$ cat src/rtl/uart_txq_pkg.sv
package uart_txq_pkg;
  typedef struct packed {
    logic need_data;
    logic drained;
    logic dma;
    logic irq_cond;
  } txq_flags_t;
endpackage

$ cat src/rtl/uart_txq_store.sv
module uart_txq_store #(
  parameter int DEPTH  = 64,
  parameter int DATA_W = 8,
  localparam int AW    = (DEPTH > 1) ? $clog2(DEPTH) : 1,
  localparam int CW    = $clog2(DEPTH + 1)
) (
  input  logic              clk,
  input  logic              rst_n,
  input  logic              flush,
  input  logic              fifo_mode,
  input  logic              push_req,
  input  logic [DATA_W-1:0] push_data,
  input  logic              pop_req,
  output logic              out_valid,
  output logic [DATA_W-1:0] out_data,
  output logic [CW-1:0]     level,
  output logic              drop
);
  logic [DATA_W-1:0] mem [DEPTH];
  logic [AW-1:0] wr_ptr, wr_ptr_d, rd_ptr, rd_ptr_d;
  logic [CW-1:0] level_d, cap;
  logic          full, do_push, do_pop;

  function automatic logic [AW-1:0] bump(input logic [AW-1:0] p);
    return (p == AW'(DEPTH - 1)) ? '0 : p + AW'(1);
  endfunction

  always_comb begin
    cap     = fifo_mode ? CW'(DEPTH) : CW'(1);
    full    = (level >= cap);
    do_push = push_req && !full && !flush;
    do_pop  = pop_req && (level != '0) && !flush;
    drop    = push_req && full && !flush;
    wr_ptr_d = wr_ptr;
    rd_ptr_d = rd_ptr;
    level_d  = level;
    if (flush) begin
      wr_ptr_d = '0;
      rd_ptr_d = '0;
      level_d  = '0;
    end else begin
      if (do_push) wr_ptr_d = bump(wr_ptr);
      if (do_pop)  rd_ptr_d = bump(rd_ptr);
      case ({do_push, do_pop})
        2'b10:   level_d = level + CW'(1);
        2'b01:   level_d = level - CW'(1);
        default: level_d = level;
      endcase
    end
  end

  always_ff @(posedge clk or negedge rst_n) begin
    if (!rst_n) begin
      wr_ptr <= '0;
      rd_ptr <= '0;
      level  <= '0;
    end else begin
      wr_ptr <= wr_ptr_d;
      rd_ptr <= rd_ptr_d;
      level  <= level_d;
    end
  end

  always_ff @(posedge clk) begin
    if (do_push) mem[wr_ptr] <= push_data;
  end

  assign out_valid = (level != '0);
  assign out_data  = mem[rd_ptr];
endmodule

$ cat src/rtl/uart_txq_status.sv
module uart_txq_status
  import uart_txq_pkg::*;
#(
  parameter int DEPTH = 64,
  localparam int CW   = $clog2(DEPTH + 1),
  localparam int HALF = DEPTH / 2
) (
  input  logic          fifo_mode,
  input  logic          irq_en,
  input  logic          dma_en,
  input  logic          shift_busy,
  input  logic [CW-1:0] level,
  output txq_flags_t    flags
);
  logic half_free, below_half, empty;

  always_comb begin
    empty      = (level == '0);
    half_free  = (level <= CW'(HALF));
    below_half = (level <  CW'(HALF));
    flags.need_data = fifo_mode ? half_free : empty;
    flags.drained   = empty && !shift_busy;
    flags.dma       = fifo_mode && dma_en && below_half;
    flags.irq_cond  = fifo_mode && irq_en && half_free;
  end
endmodule

$ cat src/rtl/uart_txq_irq.sv
module uart_txq_irq (
  input  logic clk,
  input  logic rst_n,
  input  logic cond,
  input  logic clear,
  output logic irq
);
  logic cond_q, irq_q, irq_d, rise;

  always_comb begin
    rise  = cond && !cond_q;
    irq_d = cond && (rise || (irq_q && !clear));
  end

  always_ff @(posedge clk or negedge rst_n) begin
    if (!rst_n) begin
      cond_q <= 1'b0;
      irq_q  <= 1'b0;
    end else begin
      cond_q <= cond;
      irq_q  <= irq_d;
    end
  end

  assign irq = irq_q;
endmodule

$ cat src/rtl/uart_txq_service.sv
module uart_txq_service
  import uart_txq_pkg::*;
#(
  parameter int DEPTH  = 64,
  parameter int DATA_W = 8,
  localparam int CW    = $clog2(DEPTH + 1)
) (
  input  logic              clk,
  input  logic              rst_n,
  input  logic              fifo_en,
  input  logic              txi_en,
  input  logic              dma_en,
  input  logic              hold_wr,
  input  logic [DATA_W-1:0] hold_data,
  input  logic              iid_rd,
  input  logic              ser_take,
  input  logic              ser_busy,
  output logic              ser_valid,
  output logic [DATA_W-1:0] ser_data,
  output logic              tx_irq,
  output logic              st_tdrq,
  output logic              st_temt,
  output logic              dma_req,
  output logic              ovf_flag
);
  logic [1:0]    rst_sync;
  logic          rst_int_n;
  logic          mode_q, flush, drop, ovf_q, ovf_d;
  logic [CW-1:0] level;
  txq_flags_t    flags;

  always_ff @(posedge clk or negedge rst_n) begin
    if (!rst_n) rst_sync <= 2'b00;
    else        rst_sync <= {rst_sync[0], 1'b1};
  end
  assign rst_int_n = rst_sync[1];

  always_comb begin
    flush = (fifo_en != mode_q);
    ovf_d = ovf_q || drop;
  end

  always_ff @(posedge clk or negedge rst_int_n) begin
    if (!rst_int_n) begin
      mode_q <= 1'b0;
      ovf_q  <= 1'b0;
    end else begin
      mode_q <= fifo_en;
      if (drop) ovf_q <= ovf_d;
    end
  end

  uart_txq_store #(.DEPTH(DEPTH), .DATA_W(DATA_W)) store_i (
    .clk(clk), .rst_n(rst_int_n), .flush(flush), .fifo_mode(fifo_en),
    .push_req(hold_wr), .push_data(hold_data), .pop_req(ser_take),
    .out_valid(ser_valid), .out_data(ser_data), .level(level), .drop(drop)
  );

  uart_txq_status #(.DEPTH(DEPTH)) status_i (
    .fifo_mode(fifo_en), .irq_en(txi_en), .dma_en(dma_en),
    .shift_busy(ser_busy), .level(level), .flags(flags)
  );

  uart_txq_irq irq_i (
    .clk(clk), .rst_n(rst_int_n), .cond(flags.irq_cond),
    .clear(hold_wr || iid_rd), .irq(tx_irq)
  );

  assign st_tdrq  = flags.need_data;
  assign st_temt  = flags.drained;
  assign dma_req  = flags.dma;
  assign ovf_flag = ovf_q;
endmodule

$ cat config.mk
export PLATFORM = sky130hd
export DESIGN_NAME = uart_txq_service
export DESIGN_NICKNAME = d
export VERILOG_FILES = /design/src/rtl/uart_txq_pkg.sv /design/src/rtl/uart_txq_store.sv /design/src/rtl/uart_txq_status.sv /design/src/rtl/uart_txq_irq.sv /design/src/rtl/uart_txq_service.sv
export SDC_FILE = /design/constraint.sdc
export NUM_CORES = 1
export LEC_CHECK = 0
export BUFFER_PORTS_ARGS = -buffer_cell sky130_fd_sc_hd__buf_2
export CAP_MARGIN = 30
export CELL_PAD_IN_SITES_DETAIL_PLACEMENT = 0
export CELL_PAD_IN_SITES_GLOBAL_PLACEMENT = 1
export CORE_AREA = 3 3 272 274
export CTS_CLUSTER_DIAMETER = 60
export DETAILED_ROUTE_END_ITERATION = 6
export DIE_AREA = 0 0 275 277
export HOLD_SLACK_MARGIN = 0.15
export MAX_ROUTING_LAYER = met4
export PLACE_DENSITY_LB_ADDON = 0.1
export SLEW_MARGIN = 25
export SYNTH_ARGS = -nofsm -noshare
export SYNTH_HDL_FRONTEND = slang
export SYNTH_HIERARCHICAL = 1
export SYNTH_SLANG_ARGS = --single-unit
$ cat constraint.sdc
create_clock -name clk -period 5.2 [get_ports clk]
set_input_delay 1.04 -clock clk [delete_from_list [all_inputs] [get_ports clk]]
set_output_delay 1.04 -clock clk [all_outputs]
set_load 0.1 [all_outputs]
==> metrics <==
run status=finished clean; flops & latches, synth=537; clk sinks=537; nets=1,302; Post-DRT Antenna Nets=0; Fin. Hold Viols=0; max_cap viols=0; largest area contributor in the netlist=edfxtp_1; Cell Area, Placed=23,500 µm²; top cell type's share of synthesized area=0.714; buffers added on ports=30; post-CTS sizing=0; gr ovfl total=0; leakage=7.95 nW; Yosys warnings=6; starting density of the core=0.301; drt total wl=59.4 mm; worst setup margin=0.261 ns; CTS buffer count=61; Wirelength per Cell=26.1 µm; height of the die=277 µm; Setup crit start kind=flip-flop; Final Cycle Share=0.950; Hold Path Class=flip-flop to asynchronous set/reset pin; post-DP HPWL=38.3 mm; Remaining DRCs=0; Tightest Pin Transition=0.931 ns; Fin Clk Skew=0.0228 ns; initial antenna violation count=0; I/O Pins=31; vias in the first global route=11,560; Clock transition at path regs=0.06 ns; Max-slew headroom=0.379; asr flop ratio synth=0.0466; depth of the CTS H-tree=2; Net Count, Synth=1,164; Vias=11,234; RSZ-0062 raised after global routing=no; setup TNS=0 ns; Crit Path Class=flip-flop to primary output; Max Transition Viols Final=0; Mapped Area=21,500 µm²; average cell area after synthesis=18.9 µm²; Ant. Diodes=0; largest net degree at the start of global routing=65; top cells by area, synth=edfxtp_1 71%, mux4_2 10%, mux2i_1 3.4%; CTS tree=built; most frequently used flop master after synthesis=edfxtp_1; area of all placed cells without fillers=25,400 µm²; post-DR vias/cell=4.94; CTS Root Cell=clkbuf_16; number of synthesized flops with an enable pin=512; first-pass GRT wire length=86.0 mm; crit path max fanout=29; first-pass detailed-route iteration total=5; core area=71,600 µm²; Worst Path Arrival=3.90 ns; Synth top cells by count=512 x edfxtp_1, 100 x mux4_2, 82 x nor2_1; GPL Wtd Cong=0.752; VDD IR max=0.000319 V; fmax=0.202 GHz; CTS Buffer Depth=3; worst hold margin=0.230 ns; post-synthesis sequential area ratio=0.743; Worst Setup Slack post-DPL=0.826 ns; PD cells=430 nW/µm²; setup violators final=0; crit path time final=4.94 ns; Critical Path RT=4.16 ns; post-synthesis cell count=1,137; reg-to-reg critical path startpoint=store_i/level[0]; die area=76,200 µm²; die width=275 µm; critical path endpoint category=primary output; fin util=0.355; Row Count=98; share of layout cells above drive strength 1=0.267; All-Layer GR Usage=0.162; Area growth syn-to-layout=18.2%; Yosys cell types=66; 1st-iter DRT viols=957; worst-skew pair later-pin latency=0.62 ns; count leader, synth=edfxtp_1; CP startpoint=store_i/rd_ptr[1]
-- worst max-delay path, stage by stage, from the launching register on --
cell and delay (ns):
dfrtp_4 0.82, buf_12 0.31, mux4_2 0.55, mux2_2 0.32, o221ai_1 0.25, a31oi_1 0.23, a211o_1 0.41, buf_2 0.33
-- layer usage --
layer / global-route usage / part of all wire / vias up
li1: - / - / 4950
met3: 0.0266 / 0.041 / 75
met2: 0.242 / 0.46 / 247
met5: - / 0 / -
met4: 0.0345 / 0.019 / 0
met1: 0.232 / 0.48 / 5962
-- cell families after synthesis --
| family | count (synthesis) | share of synthesized area |
|---|---|---|
| mux | 184 | 0.144 |
| xor+xnor | 9 | 0.00366 |
| flops | 537 | 0.743 |
| fa+ha+maj | 10 | 0.00616 |
| buf+inv | 68 | 0.0131 |
| simple gates | 187 | 0.0425 |
| other cells | 1 | 0.000174 |
| compound gates | 141 | 0.0472 |
-- layout by cell type, fill, tap and decap left out, drive strengths merged, types with 9 or more instances in the layout --
cell type	netlist	final
a21oi	16	16
a221oi	14	14
a22oi	32	32
buf	35	135
clkbuf	26	78
clkinv	1	26
dfrtp	25	25
edfxtp	512	512
ha	9	9
mux2	11	11
mux2i	73	73
mux4	100	100
nand2	34	34
nand3	9	9
nor2	83	83
nor2b	10	10
nor3	10	10
o21ai	24	24
-- per-stage QoR --
| stage | power [W] | cells |
|---|---|---|
| after CTS | 0.0111 | 2275 |
| after floorplan | 0.00624 | 1137 |
| after detailed placement | 0.00687 | 2161 |
| after global routing | 0.0114 | 2275 |
| after global placement | 0.00687 | 2160 |
| final | 0.0109 | 2275 |
-- what timing repair did --
action / 4_1_cts / 5_1_grt
buffers inserted: 0 / 0
endpoints found under the hold margin: 2 / 0
hold buffers: 1 / 0
-- layout make-up --
type	instances	area, µm²
fill	6765	46200
sequential	537	16000
multi-input combinational	532	5260
clock buffer	78	1640
tap	950	1190
timing repair buffer	136	998
clock inverter	35	320
inverter	7	26.3
-- final timing paths --
| path | end | depth (start not counted) | slack (ns) |
|---|---|---|---|
| setup / recovery | ser_data[3] | 7 | 0.26 |
| hold / removal | store_i/level[3] | 1 | 0.23 |
| setup reg to reg | store_i/level[6] | 12 | 1.50 |
| hold reg to reg | store_i/level[3] | 1 | 0.23 |
| max in group asynchronous | rst_sync[1] | 2 | 4.35 |
| min in group clk | rst_sync[1] | 0 | 0.35 |
-- sequential cells by signal, summed over array words and instances, names as in the netlist --
name	count
store_i/wr_ptr	6
irq_i/irq	1
irq_i/cond_q	1
store_i/mem	512
rst_sync	2
mode_q	1
store_i/level	7
store_i/rd_ptr	6
ovf_flag	1
-- power breakdown --
| group | switching (W) | leakage (nW) | internal, W |
|---|---|---|---|
| Combinational | 0.00114 | 2.07 | 0.000657 |
| Sequential | 0.000145 | 4.92 | 0.00479 |
| Clock | 0.00174 | 0.957 | 0.00247 |
| Total | 0.00303 | 7.95 | 0.00791 |
Note: power is estimated with default switching activity, not from simulation.
